`src/rtl/exc_pkg.sv`:
```
// Shared constants for the exception entry controller.
// Assumes a 32-bit machine state with the field positions below.
package exc_pkg;
    localparam int RI_BIT = 4;   // recoverable flag
    localparam int IP_BIT = 6;   // vector table prefix
    localparam int PR_BIT = 14;  // privilege mode
    localparam int EE_BIT = 15;  // external interrupt enable

    localparam logic [3:0] CODE_MCHK = 4'h2;
    localparam logic [3:0] CODE_DBG  = 4'hE;
    localparam logic [3:0] CODE_EXT  = 4'h5;

    localparam logic [31:0] VEC_HI_BASE = 32'hFFF0_0000;

    // Cause code of a request source, index 0 being the most urgent.
    function automatic logic [3:0] src_code(input int idx, input logic [3:0] sync_c);
        case (idx)
            0:       src_code = CODE_MCHK;
            1:       src_code = CODE_DBG;
            2:       src_code = CODE_EXT;
            default: src_code = sync_c;
        endcase
    endfunction
endpackage

```
`src/rtl/exc_arb.sv`:
```
// Fixed-priority selector of exception sources.
// req[0] is the most urgent. Sources below ASYNC_N are asynchronous.
// Assumes external masking has already been applied to the request.
module exc_arb #(
    parameter int NSRC    = 4,
    parameter int ASYNC_N = 3,
    parameter int CODE_W  = 4
) (
    input  logic [NSRC-1:0]   req,
    input  logic [CODE_W-1:0] sync_code,
    output logic              take,
    output logic              is_async,
    output logic [CODE_W-1:0] code
);
    // Walk from lowest to highest priority so the most urgent wins.
    always_comb begin
        take     = |req;
        is_async = 1'b0;
        code     = sync_code;
        for (int i = NSRC - 1; i >= 0; i--) begin
            if (req[i]) begin
                code     = exc_pkg::src_code(i, sync_code);
                is_async = (i < ASYNC_N);
            end
        end
    end
endmodule

```
`src/rtl/exc_vec.sv`:
```
// Handler address generator: table base selected by the prefix bit,
// ORed with the cause code placed at bit SHIFT.
// Assumes the code field stays below the base's lowest set bit.
module exc_vec #(
    parameter int XLEN   = 32,
    parameter int CODE_W = 4,
    parameter int SHIFT  = 8
) (
    input  logic              prefix,
    input  logic [CODE_W-1:0] code,
    output logic [XLEN-1:0]   vec_addr
);
    localparam int PAD = XLEN - CODE_W - SHIFT;

    logic [XLEN-1:0] base;
    logic [XLEN-1:0] offset;

    // Select the table base and place the offset.
    always_comb begin
        base     = prefix ? exc_pkg::VEC_HI_BASE : '0;
        offset   = {{PAD{1'b0}}, code, {SHIFT{1'b0}}};
        vec_addr = base | offset;
    end
endmodule

```
`src/rtl/exc_entry_ctrl.sv`:
```
// Exception entry/return controller.
// Arbitrates requests, fills the save registers, produces the new
// machine state, the flush pulse and the fetch redirect. All outputs
// are registered. Assumes the pipeline holds the machine state and
// applies msr_nxt when msr_we pulses.
module exc_entry_ctrl #(
    parameter int XLEN   = 32,
    parameter int CODE_W = 4,
    parameter int SHIFT  = 8
) (
    input  logic              clk,
    input  logic              rst_n,
    input  logic              req_mchk,
    input  logic              req_dbg,
    input  logic              req_ext,
    input  logic              req_sync,
    input  logic [CODE_W-1:0] sync_code,
    input  logic              sync_after,
    input  logic [XLEN-1:0]   cur_pc,
    input  logic [XLEN-1:0]   nxt_pc,
    input  logic [XLEN-1:0]   msr_in,
    input  logic              rfi_req,
    output logic              redir_vld,
    output logic [XLEN-1:0]   redir_pc,
    output logic              msr_we,
    output logic [XLEN-1:0]   msr_nxt,
    output logic              flush,
    output logic [XLEN-1:0]   srr0,
    output logic [XLEN-1:0]   srr1
);
    import exc_pkg::*;

    localparam int NSRC = 4;
    localparam logic [XLEN-1:0] CLR_MASK =
        ~((XLEN'(1) << RI_BIT) | (XLEN'(1) << PR_BIT) | (XLEN'(1) << EE_BIT));

    logic [NSRC-1:0]   req_vec;
    logic              take;
    logic              is_async;
    logic [CODE_W-1:0] code;
    logic [XLEN-1:0]   vec_addr;
    logic [XLEN-1:0]   save_pc;
    logic [XLEN-1:0]   srr1_new;
    logic [XLEN-1:0]   msr_entry;
    logic [XLEN-1:0]   msr_ret;
    logic              rfi_go;

    // Gather requests in priority order, masking external by its enable.
    always_comb begin
        req_vec = {req_sync, req_ext & msr_in[EE_BIT], req_dbg, req_mchk};
    end

    exc_arb #(.NSRC(NSRC), .ASYNC_N(3), .CODE_W(CODE_W)) u_arb (
        .req       (req_vec),
        .sync_code (sync_code),
        .take      (take),
        .is_async  (is_async),
        .code      (code)
    );

    exc_vec #(.XLEN(XLEN), .CODE_W(CODE_W), .SHIFT(SHIFT)) u_vec (
        .prefix   (msr_in[IP_BIT]),
        .code     (code),
        .vec_addr (vec_addr)
    );

    // Compose save values, entry state and return state.
    always_comb begin
        save_pc   = (is_async || !sync_after) ? cur_pc : nxt_pc;
        srr1_new  = {msr_in[XLEN-1:CODE_W], code};
        msr_entry = msr_in & CLR_MASK;
        msr_ret   = {srr1[XLEN-1:CODE_W], msr_in[CODE_W-1:0]};
        rfi_go    = rfi_req && !take;
    end

    // Register save registers and the one-cycle redirect outputs.
    always_ff @(posedge clk) begin
        if (!rst_n) begin
            srr0      <= '0;
            srr1      <= '0;
            redir_vld <= 1'b0;
            redir_pc  <= '0;
            msr_we    <= 1'b0;
            msr_nxt   <= '0;
            flush     <= 1'b0;
        end else begin
            redir_vld <= take || rfi_go;
            msr_we    <= take || rfi_go;
            flush     <= take;
            if (take) begin
                srr0     <= save_pc;
                srr1     <= srr1_new;
                redir_pc <= vec_addr;
                msr_nxt  <= msr_entry;
            end else if (rfi_go) begin
                redir_pc <= srr0;
                msr_nxt  <= msr_ret;
            end
        end
    end
endmodule

```
`config.mk`:
```
export PLATFORM = sky130hd
export DESIGN_NAME = exc_entry_ctrl
export DESIGN_NICKNAME = d
export VERILOG_FILES = /design/src/rtl/exc_pkg.sv /design/src/rtl/exc_arb.sv /design/src/rtl/exc_vec.sv /design/src/rtl/exc_entry_ctrl.sv
export SDC_FILE = /design/constraint.sdc
export NUM_CORES = 1
export LEC_CHECK = 0
export ABC_AREA = 1
export BUFFER_PORTS_ARGS = -buffer_cell sky130_fd_sc_hd__buf_2
export CORE_ASPECT_RATIO = 1.1
export CORE_UTILIZATION = 43
export CTS_CLUSTER_DIAMETER = 40
export DETAILED_ROUTE_END_ITERATION = 10
export PLACE_DENSITY = 0.81
export SYNTH_ARGS = -nofsm -noshare
export SYNTH_HDL_FRONTEND = slang
export SYNTH_HIERARCHICAL = 1
export SYNTH_SLANG_ARGS = --single-unit
```
`constraint.sdc`:
```
create_clock -name clk -period 1.1 [get_ports clk]
set_input_delay 0 -clock clk [delete_from_list [all_inputs] [get_ports clk]]
set_output_delay 0 -clock clk [all_outputs]
set_load 0.02 [all_outputs]
```
==> results of run 1 <==
[layout by cell type, fill, tap and decap left out]
cell and n:
bufinv_16 3, o21a_1 1, nand2_1 295, nand3_1 58, a31oi_1 13, dlygate4sd3_1 98
dfxtp_1 130, nor2_2 1, clkbuf_4 1, clkbuf_8 2, conb_1 16, a21oi_1 43
a22o_1 4, nand2_2 1, buf_12 14, clkinv_1 1, buf_4 15, o21ai_1 13
nor2_1 30, nand2_4 1, nor2_4 3, buf_2 236, clkbuf_16 17, o21ai_0 41
clkbuf_1 5, inv_4 1, inv_2 2, inv_1 75, clkinv_2 3
[sequential cells by signal, indices dropped and copies added, names as in the netlist]
register and count:
msr_we 1, srr1 32, flush 1, msr_nxt 32
srr0 32, redir_pc 32
[logic make-up (layout without fill, tap and decap cells)]
group,count (synthesis),after routing,synth area share
flip-flops,130,130,0.471
AO/OA/AOI/OAI,115,115,0.110
buffers and inverters,156,473,0.136
other,1,16,0.000679
AND/OR/NAND/NOR,389,389,0.282
[power by group]
part	switching, µW	internal (µW)	total [µW]
Sequential	195	5030	5220
Clock	1940	3640	5590
Combinational	1160	893	2060
Total	3300	9570	12900
[worst max-delay path by stage]
stage | start | end | slack [ns] | cells past startpoint
floorplan | req_ext | msr_nxt[0]$_SDFFE_PN0P_ | 0.02 | 10
global placement | msr_in[15] | msr_nxt[2]$_SDFFE_PN0P_ | -0.19 | 10
detailed placement | msr_in[15] | msr_nxt[2]$_SDFFE_PN0P_ | -0.22 | 10
CTS | srr0[0]$_SDFFE_PN0P_ | srr0[0] | 0.06 | 1
global route | rst_n | srr1[14]$_SDFFE_PN0P_ | 0.002 | 7
finish | srr0[16]$_SDFFE_PN0P_ | srr0[16] | 0.06 | 1
[metal layers]
metal	up-vias	share of wire	track usage	wire [µm]
li1	3058	-	-	-
met1	2829	0.40	0.304	7270
met2	292	0.49	0.498	9040
met3	63	0.076	0.0789	1400
met4	0	0.037	0.158	677
met5	-	0	0	0
[final cells by class]
cell class              count  area, µm²  share of cell area
repair buffers            364       2560               0.302
well taps                 157        196              0.0232
clock inverters             6        105              0.0124
clock buffers              24        472              0.0557
multi-input cells         520       2240               0.264
flip-flops and latches    130       2600               0.307
inverters                  79        299              0.0353
[synth_stat cells]
master	instances
a21oi_1	43
a22o_1	4
a31oi_1	13
buf_1	4
buf_2	28
buf_4	35
clkbuf_1	10
clkinv_1	1
conb_1	1
dfxtp_1	130
inv_1	75
inv_2	3
nand2_1	297
nand3_1	58
nor2_1	30
nor2_2	1
nor2_4	3
o21a_1	1
o21ai_0	42
o21ai_1	12
[metrics by stage]
stage | area [µm²] | setup WS, ns | hold WS (ns) | total power [µW] | util
after detailed placement | 6910 | -0.221 | 0.207 | 7050 | 0.549
final | 8470 | 0.0604 | 0.0170 | 12900 | 0.673
after global routing | 8470 | 0.00219 | 0.0469 | 13400 | 0.673
after floorplan | 5580 | 0.0224 | 0.113 | 6350 | -
after CTS | 8470 | 0.0591 | 0.0115 | 12900 | 0.673
after global placement | 6910 | -0.187 | 0.207 | 7020 | 0.549
[what timing repair did]
item | 4_1_cts | 5_1_grt
hold buffers | 98 | 0
hold endpoints to repair | 92 | 0
resized for setup | 0 | 4
setup endpoints to repair | 0 | 9
==> summary.txt, run 1 <==
Logic synthesis
  • Synth Instances: 791
  • Largest area contributor in the netlist: dfxtp_1
  • Synth Cell Area: 5530 µm²
  • Register area share after synthesis: 0.471
  • Synth area leaders: dfxtp_1, nand2_1, nand3_1
  • FF+latch count, synth: 130
  • Synth unique cells: 20
  • Synth warn: 6
  • Top-area cell type share of the netlist area: 0.471
  • Mean post-synth cell area: 6.99 µm²

Worst setup path
  • CP max FO: 3
  • Crit path DAT: 1.04 ns
  • Crit Reg-Reg Endpoint: redir_pc[29]$_SDFFE_PN0P_
  • Cell family with most CP delay: flip-flops
  • CP Class: reg2out
  • Startpoint types: flip-flop
  • Flop-to-flop setup slack: 0.30 ns
  • Worst setup EP type: primary output
  • Slowest cell delay on critical path: 0.42 ns
  • Worst path slowest cell: dfxtp_1
  • Worst Path Required: 1.10 ns
  • CP Buf/Inv Count: 1
  • Critical Path, Cell by Cell: buf_2
  • RR Startpoint: srr0[29]$_SDFFE_PN0P_
  • R2r worst-path depth: 2

Layout
  • N_diodes: 0
  • Net count, final: 1220
  • Final instance count without filler cells: 1280
  • Number of filler cells placed in the layout: 1009
  • Layout cell share with drive strength beyond 1: 0.267
  • Synthesis-to-layout area growth: 53.4%

CTS
  • CTS tree: built
  • Clock Sinks: 130
  • Worst-path clk slew: 0.05 ns
  • CTS H-tree lvls: 4
  • CTS Buf Count: 17
  • Root buffer cell: clkbuf_16
  • Clock Tree Buf Depth: 2
  • Later-pin clock latency in the skew report: 0.41 ns
  • Setup Fix Bufs, Post-CTS: 0

GRT
  • Antenna violations before repair: 0
  • Total GRT Usage: 0.285
  • Vias in the first global route: 6150
  • Largest net degree at the start of global routing: 50
  • First-pass GRT wire length: 28700 µm
  • Overflow after GRT: 0

Timing
  • Final setup fails: 0
  • Setup TNS: 0 ns
  • Clock skew: 0.00586 ns
  • Fin crit share: 0.945
  • Final Hold Vio Count: 0
  • Tmin final: 1.04 ns
  • Final slew viol count: 0
  • RSZ-0062 raised after global routing: false
  • Fmax: 962 MHz

Min path
  • Hold path depth: 3
  • Worst hold path class: in2reg
  • Min-Delay Endpoint: srr1[6]$_SDFFE_PN0P_
  • Hold wc startpoint: msr_in[6]

Die
  • Chip height: 121 µm
  • Starting Density: 0.439
  • Boundary pin count: 239
  • Die ar.: 13300 µm²
  • Std cell rows: 43
  • Core area: 12600 µm²
  • Die Width: 110 µm

Route
  • Routed WL per cell: 14.4 µm
  • Drt first pass iters: 6
  • Routed vias/inst: 4.88
  • Detailed Route WL: 18400 µm
  • Initial DRC Count: 482
  • Drt drc: 0
  • Final ANT Viol Nets: 0
  • Via count: 6242

Flow run
  • Maximum Capacitance Violations: 0

Placed design
  • Gpl congestion: 0.783
  • HPWL Detailed: 11200 µm
  • PortBufs: 238
  • Inst Count DP: 1152

Pwr
  • Leak Pwr: 0.00454 µW
  • Peak VDD IR: 1.27 mV
  • Power Dens Cells: 1520 nW/µm²

Status
  • Outcome: finished clean
(Power assumes the default switching activity.)
==> inputs of run 2 (changes only) <==
Settings changed: REMOVE_ABC_BUFFERS set to 1, SETUP_SLACK_MARGIN set to 0.1.
==> run 2 against run 1 <==
Combinational power grew 2%; clock-buffer cell count shrank 4; clock skew is essentially flat; sequential power hardly changed; register-to-register slack lost 0.04 ns; global-route usage decreased by 1.6 points; sequential cell count unchanged; critical path depth did not move; non-clock buffer count rose by 18; setup slack improved by 0.065 ns; cell area increased by 2.2%; critical endpoint is now srr0[9]; largest power group unchanged.
==> summary.txt, run 2 (same netlist as run 1, synthesis figures left out) <==
Route
  • Final ANT Viol Nets: 0
  • Drt first pass iters: 6
  • Initial DRC Count: 440
  • Routed vias/inst: 4.91
  • Routed WL per cell: 14.1 µm
  • Via count: 6382
  • Detailed Route WL: 18300 µm
  • Drt drc: 0

Layout
  • Commonest non-fill, non-tap cell in the layout: nand2_1
  • N_diodes: 0
  • Layout cell share with drive strength beyond 1: 0.289
  • Most frequent cells in the layout: nand2_1, buf_2, dfxtp_1
  • Final instance count without filler cells: 1301
  • Number of filler cells placed in the layout: 959
  • Net count, final: 1239
  • Synthesis-to-layout area growth: 56.7%
  • Post-layout util: 0.688

GRT
  • Total GRT Usage: 0.269
  • Largest net degree at the start of global routing: 31
  • Vias in the first global route: 6091
  • Overflow after GRT: 0
  • Antenna violations before repair: 0
  • First-pass GRT wire length: 27800 µm

CTS
  • Clock Tree Buf Depth: 2
  • Later-pin clock latency in the skew report: 0.40 ns
  • Root buffer cell: clkbuf_16
  • CTS H-tree lvls: 4
  • CTS Buf Count: 17
  • Clock Sinks: 130
  • CTS tree: built
  • Worst-path clk slew: 0.06 ns

Pwr
  • Power Dens Cells: 1520 nW/µm²
  • Sw Share: 0.262
  • Internal: 9700 µW
  • Leak Pwr: 0.00462 µW
  • Part of the power in the clock network: 0.444
  • Comb power frac: 0.160
  • Peak VDD IR: 1.24 mV
  • Seq pwr share: 0.396
  • Net Sw Power: 3450 µW

Placed design
  • PortBufs: 238
  • Inst Count DP: 1166
  • Pre-CTS setup slack: -0.252 ns
  • Gpl congestion: 0.831
  • HPWL Detailed: 10700 µm

Die
  • Boundary pin count: 239
  • Std cell rows: 43
  • Die Width: 110 µm
  • Core area: 12600 µm²
  • Starting Density: 0.439
  • Die ar.: 13300 µm²
  • Chip height: 121 µm

Timing
  • Fmax: 1030 MHz
  • Clock skew: 0.00606 ns
  • Final Hold Vio Count: 0
  • Fin crit share: 0.886
  • Final setup fails: 0
  • Final worst-path setup slack: 0.126 ns
  • RSZ-0062 raised after global routing: false
  • Tmin final: 0.974 ns
  • Final slew viol count: 0

Worst setup path
  • CP max FO: 3
  • Slowest cell delay on critical path: 0.38 ns
  • Startpoint types: flip-flop
  • Worst setup EP type: primary output
  • CP Class: reg2out
  • Worst path slowest cell: dfxtp_1
  • Crit path DAT: 0.97 ns
  • Cell family with most CP delay: flip-flops
  • Critical Path, Cell by Cell: buf_2
  • Worst Path Required: 1.10 ns
  • CP Buf/Inv Count: 1

Flow run
  • Maximum Capacitance Violations: 0

Status
  • Outcome: finished clean

Min path
  • Worst hold path class: in2reg
## run 2: cell types whose count changed in the layout (fill, tap and decap cells not counted), moves of 2 or more
cell        delta
inv_6          +2
buf_4         +23
clkinvlp_4     +4
clkbuf_1       -5
inv_1          -2
dfxtp_2        +2
buf_12         -3
dfxtp_1        -2
inv_2          +3
buf_2          -3
## run 2: per-layer routing
layer	global-route usage	vias to the layer above	wire length (µm)
met5	0	-	0
met4	0.143	0	809
met3	0.0661	72	1110
met2	0.497	283	9520
met1	0.271	2912	6910
li1	-	3115	-
## run 2: metrics by stage
step	hold slack, ns	area [µm²]	TNS (ns)	total power, µW
5_1_grt	0.0427	8660	0	13700
2_1_floorplan	0.0976	5130	-212.19	6200
4_1_cts	0.00210	8590	0	13200
3_3_place_gp	0.205	6980	-21.52	7020
3_5_place_dp	0.209	6980	-24.00	7040
6_report	0.0209	8660	0	13100
## run 2: final timing paths
path / from / to / slack (ns) / cells past startpoint
max: srr0[9]$_SDFFE_PN0P_ / srr0[9] / 0.13 / 1
min: msr_in[6] / srr1[6]$_SDFFE_PN0P_ / 0.02 / 3
max reg2reg: srr0[18]$_SDFFE_PN0P_ / redir_pc[18]$_SDFFE_PN0P_ / 0.26 / 2
min reg2reg: srr1[1]$_SDFFE_PN0P_ / srr1[1]$_SDFFE_PN0P_ / 0.46 / 1
## run 2: timing repair
action / CTS / global route
hold buffers: 99 / 0
setup endpoints to repair: 1 / 75
gates resized for setup: 2 / 12
endpoints found under the hold margin: 90 / 0
buffers inserted: 0 / 2
pin swaps: 0 / 4
gates cloned: 0 / 2
## run 2: final cells by class
class,instances,area [µm²],share of cell area
timing repair buffer,382,2690,0.310
sequential,130,2610,0.301
multi-input combinational,521,2250,0.260
clock buffer,20,467,0.0539
inverter,79,300,0.0347
tap,157,196,0.0227
clock inverter,12,154,0.0178
## run 2: power by group through the flow
stage / clock network (µW) / logic (µW) / registers, µW
floorplan: 0 / 529 / 5670
global placement: 0 / 1720 / 5290
detailed placement: 0 / 1740 / 5300
CTS: 5930 / 2020 / 5200
global route: 6170 / 2280 / 5240
finish: 5840 / 2100 / 5210
